==> src/rtl/fpd_pkg.sv <==
package fpd_pkg;
  localparam int unsigned FPD_WORDS  = 8;
  localparam int unsigned FPD_WORD_W = 32;
  localparam int unsigned FPD_ADDR_W = 32;

  typedef struct packed {
    logic req;    // request pending to memory
    logic busy;   // request accepted, response outstanding
    logic stale;  // outstanding response belongs to a superseded target
  } fetch_flags_t;
endpackage

==> src/rtl/fpd_fetch_ctl.sv <==
module fpd_fetch_ctl import fpd_pkg::*; #(
  parameter int unsigned ADDR_W = FPD_ADDR_W,
  parameter int unsigned IDX_W  = 3,
  parameter int unsigned OFF_W  = IDX_W + 2
) (
  input  logic              clk_i,
  input  logic              rst_ni,
  input  logic              br_valid_i,
  input  logic [ADDR_W-1:2] br_tgt_i,
  input  logic              seq_next_i,
  input  logic              mem_req_ready_i,
  input  logic              mem_rsp_valid_i,
  output logic              mem_req_valid_o,
  output logic [ADDR_W-1:0] mem_req_addr_o,
  output logic              mem_rsp_ready_o,
  output logic              load_o,
  output logic [IDX_W-1:0]  start_idx_o
);
  localparam logic [ADDR_W-1:0] STEP = ADDR_W'(1) << OFF_W;

  fetch_flags_t       fl_q;
  logic [ADDR_W-1:0]  pc_q;
  logic [IDX_W-1:0]   start_q;
  logic               req_fire, rsp_fire, busy_d;

  assign mem_req_valid_o = fl_q.req & ~fl_q.busy;
  assign mem_req_addr_o  = pc_q;
  assign mem_rsp_ready_o = fl_q.busy;
  assign req_fire        = mem_req_valid_o & mem_req_ready_i;
  assign rsp_fire        = fl_q.busy & mem_rsp_valid_i;
  assign busy_d          = (fl_q.busy & ~rsp_fire) | req_fire;
  assign load_o          = rsp_fire & ~fl_q.stale & ~br_valid_i;
  assign start_idx_o     = start_q;

  always_ff @(posedge clk_i or negedge rst_ni) begin
    if (!rst_ni) begin
      fl_q    <= '0;
      pc_q    <= '0;
      start_q <= '0;
    end else begin
      fl_q.busy <= busy_d;
      if (br_valid_i) begin
        fl_q.req   <= 1'b1;
        fl_q.stale <= busy_d;  // anything still in flight is now stale
        pc_q       <= {br_tgt_i[ADDR_W-1:OFF_W], {OFF_W{1'b0}}};
        start_q    <= br_tgt_i[OFF_W-1:2];
      end else begin
        if (rsp_fire) begin
          fl_q.stale <= 1'b0;
          if (!fl_q.stale) start_q <= '0;
        end
        if (seq_next_i) begin
          fl_q.req <= 1'b1;
          pc_q     <= pc_q + STEP;
        end else if (req_fire) begin
          fl_q.req <= 1'b0;
        end
      end
    end
  end
endmodule

==> src/rtl/fpd_entry_mask.sv <==
module fpd_entry_mask #(
  parameter int unsigned WORDS = 8,
  parameter int unsigned IDX_W = $clog2(WORDS)
) (
  input  logic [IDX_W-1:0] start_i,
  output logic [WORDS-1:0] mask_o
);
  for (genvar i = 0; i < WORDS; i++) begin : g_lane
    assign mask_o[i] = (IDX_W'(i) >= start_i);
  end
endmodule

==> src/rtl/fpd_ep_split.sv <==
module fpd_ep_split #(
  parameter int unsigned WORDS  = 8,
  parameter int unsigned WORD_W = 32
) (
  input  logic [WORDS-1:0]        mask_i,
  input  logic [WORDS*WORD_W-1:0] words_i,
  output logic [WORDS-1:0]        lanes_o,
  output logic [WORDS*WORD_W-1:0] words_o
);
  logic seen, run;

  // lane joins while the previous lane's parallel bit is set; word 7 closes the chain
  always_comb begin
    lanes_o = '0;
    seen    = 1'b0;
    run     = 1'b0;
    for (int i = 0; i < WORDS; i++) begin
      lanes_o[i] = mask_i[i] & (~seen | run);
      run        = lanes_o[i] & words_i[i*WORD_W];
      seen       = seen | mask_i[i];
    end
  end

  for (genvar i = 0; i < WORDS; i++) begin : g_word
    assign words_o[i*WORD_W +: WORD_W] = lanes_o[i] ? words_i[i*WORD_W +: WORD_W] : '0;
  end
endmodule

==> src/rtl/fp_dispatch_masker.sv <==
module fp_dispatch_masker import fpd_pkg::*; #(
  parameter int unsigned WORDS  = FPD_WORDS,
  parameter int unsigned WORD_W = FPD_WORD_W,
  parameter int unsigned ADDR_W = FPD_ADDR_W
) (
  input  logic                    clk_i,
  input  logic                    rst_ni,
  input  logic                    br_valid_i,
  input  logic [ADDR_W-1:2]       br_target_i,
  output logic                    mem_req_valid_o,
  input  logic                    mem_req_ready_i,
  output logic [ADDR_W-1:0]       mem_req_addr_o,
  input  logic                    mem_rsp_valid_i,
  output logic                    mem_rsp_ready_o,
  input  logic [WORDS*WORD_W-1:0] mem_rsp_data_i,
  output logic                    ep_valid_o,
  input  logic                    ep_ready_i,
  output logic [WORDS-1:0]        ep_lanes_o,
  output logic [WORDS*WORD_W-1:0] ep_words_o
);
  localparam int unsigned IDX_W = $clog2(WORDS);
  localparam int unsigned OFF_W = IDX_W + 2;
  localparam int unsigned PKT_W = WORDS * WORD_W;

  logic [PKT_W-1:0] buf_q;
  logic [WORDS-1:0] mask_q, entry_mask, mask_left;
  logic [IDX_W-1:0] start_idx;
  logic             load, ep_fire, seq_next;

  assign ep_valid_o = |mask_q;
  assign ep_fire    = ep_valid_o & ep_ready_i;
  assign mask_left  = mask_q & ~ep_lanes_o;
  assign seq_next   = ep_fire & ~|mask_left;

  fpd_fetch_ctl #(.ADDR_W(ADDR_W), .IDX_W(IDX_W), .OFF_W(OFF_W)) u_fetch (
    .clk_i, .rst_ni, .br_valid_i,
    .br_tgt_i        (br_target_i),
    .seq_next_i      (seq_next),
    .mem_req_ready_i, .mem_rsp_valid_i, .mem_req_valid_o, .mem_req_addr_o, .mem_rsp_ready_o,
    .load_o          (load),
    .start_idx_o     (start_idx)
  );

  fpd_entry_mask #(.WORDS(WORDS), .IDX_W(IDX_W)) u_entry (
    .start_i (start_idx),
    .mask_o  (entry_mask)
  );

  fpd_ep_split #(.WORDS(WORDS), .WORD_W(WORD_W)) u_split (
    .mask_i  (mask_q),
    .words_i (buf_q),
    .lanes_o (ep_lanes_o),
    .words_o (ep_words_o)
  );

  always_ff @(posedge clk_i or negedge rst_ni) begin
    if (!rst_ni) begin
      mask_q <= '0;
      buf_q  <= '0;
    end else if (br_valid_i) begin
      mask_q <= '0;
    end else if (load) begin
      mask_q <= entry_mask;
      buf_q  <= mem_rsp_data_i;
    end else if (ep_fire) begin
      mask_q <= mask_left;
    end
  end
endmodule

==> config.mk <==
export PLATFORM = sky130hd
export DESIGN_NAME = fp_dispatch_masker
export DESIGN_NICKNAME = d
export VERILOG_FILES = /design/src/rtl/fpd_pkg.sv /design/src/rtl/fpd_fetch_ctl.sv /design/src/rtl/fpd_entry_mask.sv /design/src/rtl/fpd_ep_split.sv /design/src/rtl/fp_dispatch_masker.sv
export SDC_FILE = /design/constraint.sdc
export NUM_CORES = 1
export LEC_CHECK = 0
export CORE_AREA = 2 2 231 233
export DETAILED_ROUTE_END_ITERATION = 10
export DIE_AREA = 0 0 233 235
export SLEW_MARGIN = 30
export SYNTH_ARGS = -nofsm -noshare
export SYNTH_HDL_FRONTEND = slang
export SYNTH_HIERARCHICAL = 1
export SYNTH_SLANG_ARGS = --single-unit
==> constraint.sdc <==
create_clock -name clk_i -period 5.47 [get_ports clk_i]
set_input_delay 1.641 -clock clk_i [delete_from_list [all_inputs] [get_ports clk_i]]
set_output_delay 1.641 -clock clk_i [all_outputs]
set_load 0.01 [all_outputs]
==> results of run 1 <==
[Yosys cell counts, types with 3 or more instances]
cell type    n
a31oi_1      8
mux2_1      21
a21boi_1    47
or3_1        3
buf_4       21
xnor2_1      7
nand3_1     15
and3_1       5
o21ai_0     21
a21boi_0    17
nor2_1      14
buf_2        7
nor4_1       4
xor2_1       6
or4_1       11
nor2b_1      4
o211ai_1     8
nand2b_1     5
mux2_2     235
o21ai_1      3
a21oi_1     73
nand4_1      5
dfrtp_1    297
a211o_1      4
nand3b_1     3
and2_1     128
inv_1       15
nand2_1    117
clkbuf_1    42
buf_6       23
o31ai_1      7
[area by class of cell]
class,instances,area share
Sequential cell,297,0.339
Tap cell,688,0.0393
Clock buffer,56,0.0535
Timing Repair Buffer,611,0.280
Inverter,16,0.00274
Antenna cell,2,0.000229
Clock inverter,12,0.00303
Multi-Input combinational cell,808,0.282
[power breakdown]
part / total, mW / internal (mW) / switching [mW]
clock network: 2.45 / 1.48 / 0.966
logic: 1.82 / 1.19 / 0.623
registers: 3.71 / 3.17 / 0.538
[placed cells by master (no fill, tap or decap), types with 6 or more instances in the layout]
master | netlist | routed
a21boi_0 | 17 | 17
a21boi_1 | 47 | 47
a21oi_1 | 73 | 71
a31oi_1 | 8 | 8
and2_1 | 128 | 128
buf_4 | 21 | 20
clkbuf_1 | 42 | 6
clkbuf_16 | 0 | 41
clkbuf_8 | 0 | 9
clkdlybuf4s50_1 | 0 | 583
clkinv_2 | 0 | 10
conb_1 | 2 | 6
dfrtp_1 | 297 | 296
inv_1 | 15 | 15
mux2_1 | 21 | 21
mux2_2 | 235 | 235
nand2_1 | 117 | 117
nand3_1 | 15 | 15
nor2_1 | 14 | 14
o211ai_1 | 8 | 8
o21ai_0 | 21 | 21
o31ai_1 | 7 | 7
or4_1 | 11 | 11
xnor2_1 | 7 | 7
xor2_1 | 6 | 6
[stage by stage]
stage	cells	utilization	power, mW	setup slack, ns	cell area [um^2]
floorplan	1217	-	4.73	1.45	14300
global placement	2419	0.395	5.51	0.591	20600
detailed placement	2419	0.395	5.60	0.538	20600
CTS	2487	0.419	8.12	0.190	21900
global route	2489	0.419	8.45	0.335	21900
finish	2490	0.419	7.97	0.521	21900
[cell families (layout without fill, tap and decap cells)]
kind of cell	after synthesis	after routing
AO/OA/AOI/OAI	199	199
XOR/XNOR	13	13
adder cells (fa/ha/maj)	1	1
buffers and inverters	112	695
flip-flops	297	297
multiplexers	257	257
other	2	8
AND/OR/NAND/NOR	332	332
[registers in the layout (all words and copies together) (netlist names)]
signal	count
u_fetch/mem_rsp_ready_o	1
buf_q	256
u_fetch/mem_req_addr_o	27
u_fetch/start_idx_o	3
mask_q	8
u_fetch/fl_q	2
[metal layers]
layer,up-vias,part of all wire,wire (um),GRT usage
li1,5325,-,-,-
met1,5533,0.39,18700,0.195
met2,401,0.49,23400,0.292
met3,79,0.088,4180,0.0570
met4,2,0.026,1220,0.0548
met5,-,0.00027,13,0
[final timing paths]
check / start / cells past startpoint / endpoint / slack [ns]
max: mask_q[1]$_DFFE_PN0P_ / 6 / ep_words_o[224] / 0.52
min: buf_q[12]$_DFFE_PN0P_ / 1 / buf_q[12]$_DFFE_PN0P_ / 0.48
max reg2reg: mask_q[1]$_DFFE_PN0P_ / 12 / u_fetch/mem_req_addr_o[24]$_DFFE_PN0N_ / 0.91
min reg2reg: buf_q[12]$_DFFE_PN0P_ / 1 / buf_q[12]$_DFFE_PN0P_ / 0.48
max in group asynchronous: rst_ni / 2 / u_fetch/start_idx_o[0]$_DFFE_PN0P_ / 3.35
min in group asynchronous: rst_ni / 1 / buf_q[30]$_DFFE_PN0P_ / 1.08
==> impl_results.md, run 1 <==
* Post-CTS Hold Fix Bufs at 0
* Inserted Clock Buffers at 38
* Area of the multi-input gates at 6170 um^2
* DRT Wirelength at 47.5 mm
* Pwr/cell area at 364 nW/um^2
* Skew final at 0.0132 ns
* I/O Buffers at 585
* Layout cell share with drive strength beyond 1 at 0.194
* Synth Area in Compound Gates at 0.0898
* Sequential cell area at 7430 um^2
* P&R area growth vs syn at 53.7%
* Initial antenna violation count at 3
* Syn Inst Count at 1213
* CTS tree: built
* Maxcap violations at 0
* Unrepaired setup endpoints after global routing: false
* Fin. Hold Viols at 0
* # rows at 84
* Post-Synth Adder-Cell Area at 0.000878
* Hold slack at 0.476 ns
* DRC at 0
* Starting Density at 0.273
* Post-synth ARST share at 1.00
* Antenna Nets Post-Route at 0
* CP Cell Sequence: or4_4 > nor3_4 > a32oi_4 > buf_16 > a21boi_0 > clkdlybuf4s50_1
* VDD IR max at 0.231 mV
* Post-Synthesis Cell Area at 14300 um^2
* Post-Synth XOR/XNOR Area at 0.00799
* Die X-Extent at 233 um
* Vias/cell at 4.55
* Period minus WS final at 4.95 ns
* Cell taking the most area after synthesis: dfrtp_1
* Clock buffer depth at 3
* Worst EP required at 3.83 ns
* Final TNS setup at 0 ns
* Clk sinks at 297
* Main combinational cell family by area after synthesis: multiplexers
* Post-synthesis mux area share at 0.203
* DRT iter0 DRCs at 463
* Critical path's slowest cell: or4_4
* Wire per inst at 19.1 um
* Largest delay contributor family on the critical path: simple AND/OR/NAND/NOR gates
* Global router's overall resource usage at 0.169
* Worst Setup Start Kind: flop
* Pins Over Slew Limit at 0
* Crit-path max FO at 37
* Count of different cell masters after synthesis at 59
* Seq/Total Area, Yosys at 0.522
* Setup violations, final at 0
* Static Leak at 8.73 nW
* H-tree Lvls at 2
* Yosys warns at 6
* Ys flop type: dfrtp_1
* Detail Placement HPWL at 34.7 mm
* Number of I/O pins at 591
* Largest net degree at the start of global routing at 119
* DR pass1 iterations at 4
* Worst skew pair latency at 0.53 ns
* Synth top area share at 0.522
* CP Buf/Inv Count at 2
* Reg clk slew, reported paths at 0.06 ns
* Post-synth EDFFs at 0
* Routed vias at 11.3k
* Max Fclk at 202 MHz
* Synthesized area per cell at 11.7 um^2
* Die area at 54800 um^2
* Largest cells by area after synthesis: dfrtp_1 (52%), mux2_2 (19%), and2_1 (5.6%), nand2_1 (3.1%), a21oi_1 (2.6%)
* Post-Synth Simple-Gate Area at 0.128
* Kind of critical path: reg2out
* Slew HR at 0.523
* Flops & latches, synth at 297
* Worst Path Arrival at 3.31 ns
* Crit-path max cell delay at 0.79 ns
* Filler Cell Count at 5025
* Min-delay worst type: reg2reg
* Grt ovf at 0
* GP Congestion at 0.819
* CTS root buf: clkbuf_16
* First-pass GRT wire length at 71.8 mm
* Core Region at 52200 um^2
* Worst setup EP type: output pin
* Die Height at 235 um
* Least-Margin Pin Slew at 0.713 ns
* Vias in the first global route at 12.0k
* Final Cycle Share at 0.905
* Outcome: complete, no violations
* Resize count post-CTS at 0
* Nets at 2065
* Setup Buffers After CTS at 0
No activity file was read; power rests on OpenSTA's default activity.
==> inputs of run 2 (changes only) <==
clock period = 6.3 ns   (was 5.47 ns; I/O delays follow)
==> run 2 against run 1 <==
  * Worst setup slack gained 0.40 ns
  * Non-clock buffer count is the same
  * Design area shrank 0.27%
  * Wire length grew 0.96%
  * Critical path depth shrank 1
==> impl_results.md, run 2 (synthesized netlist as in run 1, its figures left out) <==
* Reg2reg setup slack at 1.52 ns
* Antenna Nets Post-Route at 0
* Setup slack at placement at 1.18 ns
* Setup violations, final at 0
* Worst Hold Depth at 1
* Die area at 54800 um^2
* Final TNS setup at 0 ns
* Min-delay worst type: reg2reg
* Final Cycle Share at 0.854
* Largest net degree at the start of global routing at 128
* CTS root buf: clkbuf_16
* Worst Path Arrival at 3.49 ns
* I/O Buffers at 585
* Sw Share at 0.270
* Crit-path max FO at 42
* Worst EP required at 4.41 ns
* Worst setup EP type: output pin
* DRT Wirelength at 48.0 mm
* FF-to-FF End: u_fetch/mem_req_addr_o[24]$_DFFE_PN0N_
* Min-delay src: buf_q[3]$_DFFE_PN0P_
* Initial antenna violation count at 3
* Sequential cell area at 7430 um^2
* VDD IR max at 0.187 mV
* Die X-Extent at 233 um
* Post-CTS Hold Fix Bufs at 0
* Clock buffer depth at 3
* First-pass GRT wire length at 71.9 mm
* P&R area growth vs syn at 53.3%
* Least-Margin Pin Slew at 0.867 ns
* Kind of critical path: reg2out
* Vias in the first global route at 11.6k
* Sequential Power Share at 0.467
* Reg-to-Reg Start: mask_q[0]$_DFFE_PN0P_
* Slew HR at 0.422
* Internal Power at 5.05 mW
* Number of I/O pins at 591
* Starting Density at 0.273
* Unrepaired setup endpoints after global routing: false
* Switching power at 1.87 mW
* H-tree Lvls at 2
* Inserted Clock Buffers at 37
* Pwr/cell area at 317 nW/um^2
* Skew final at 0.0167 ns
* DR pass1 iterations at 4
* Wire per inst at 19.3 um
* DRC at 0
* Period minus WS final at 5.38 ns
* Outcome: complete, no violations
* Layout cell share with drive strength beyond 1 at 0.193
* Global router's overall resource usage at 0.170
* GP Congestion at 0.865
* Grt ovf at 0
* Biggest register: buf_q
* Clock share of power at 0.306
* Maxcap violations at 0
* Max Fclk at 186 MHz
* Worst reg2reg path depth at 11
* Fin. Hold Viols at 0
* Static Leak at 8.69 nW
* Area of the multi-input gates at 6160 um^2
* Core Region at 52200 um^2
* Reg clk slew, reported paths at 0.06 ns
* Die Height at 235 um
* Combinational Power Share at 0.227
* Vias/cell at 4.57
* Setup WS post-layout at 0.920 ns
* Routed vias at 11.4k
* Detail Placement HPWL at 35.2 mm
* Hold endpoint: buf_q[3]$_DFFE_PN0P_
* Clk sinks at 297
* Pins Over Slew Limit at 0
* Nets at 2064
* Worst Setup Start Kind: flop
* Commonest non-fill, non-tap cell in the layout: clkdlybuf4s50_1
* Commonest cells after routing, fill and taps aside: clkdlybuf4s50_1 (583), dfrtp_1 (296), mux2_2 (235)
* Worst skew pair latency at 0.53 ns
* Filler Cell Count at 5045
* Setup Buffers After CTS at 0
* CTS tree: built
* DRT iter0 DRCs at 511
* # rows at 84
* Flip-flop count of the largest register after layout at 256
* Resize count post-CTS at 0
## run 2: worst max-delay path by stage
stage,from,endpoint,slack (ns),cells past startpoint
floorplan,ep_ready_i,u_fetch/mem_req_addr_o[28]$_DFFE_PN0N_,2.19,10
detailed placement,ep_ready_i,u_fetch/mem_req_addr_o[24]$_DFFE_PN0N_,1.18,9
CTS,mask_q[0]$_DFFE_PN0P_,ep_words_o[127],0.87,5
global placement,ep_ready_i,u_fetch/mem_req_addr_o[24]$_DFFE_PN0N_,1.22,9
global route,mask_q[0]$_DFFE_PN0P_,ep_words_o[127],0.62,5
finish,mask_q[0]$_DFFE_PN0P_,ep_words_o[106],0.92,5
## run 2: critical path, cell delays in order, from the launching register on
cell	delay, ns
dfrtp_2	0.39
buf_4	0.26
o31ai_1	0.71
o21a_1	0.80
and2_1	0.23
clkdlybuf4s50_1	0.54
## run 2: stage by stage
stage               instance area (um^2)  instances   util  power [mW]  hold slack, ns
CTS                                21800       2484  0.418        7.05           0.482
global route                       21800       2486  0.418        7.34           0.497
global placement                   20600       2419  0.395        4.80           0.460
floorplan                          14300       1217      -        4.11           0.450
finish                             21800       2488  0.418        6.92           0.478
detailed placement                 20600       2420  0.395        4.88           0.468
## run 2: metal layers
metal | vias to the layer above | wire [um] | global-route usage
li1 | 5328 | - | -
met1 | 5568 | 19700 | 0.206
met2 | 406 | 23200 | 0.286
met3 | 61 | 3900 | 0.0547
met4 | 2 | 1220 | 0.0519
met5 | - | 12 | 0
## run 2: cell type report
| type | instances | area share |
|---|---|---|
| Multi-Input combinational cell | 808 | 0.282 |
| Antenna cell | 4 | 0.000458 |
| Inverter | 16 | 0.00275 |
| Sequential cell | 297 | 0.340 |
| Tap cell | 688 | 0.0394 |
| Clock inverter | 17 | 0.00831 |
| Clock buffer | 47 | 0.0464 |
| Timing Repair Buffer | 611 | 0.280 |
## run 2: power groups by stage
stage                     logic, mW  registers (mW)  clock network [mW]
after floorplan                1.04            3.07                   0
after global placement         1.54            3.26                   0
after detailed placement       1.59            3.29                   0
after CTS                      1.60            3.26                2.20
after global routing           1.71            3.35                2.28
final                          1.57            3.24                2.12
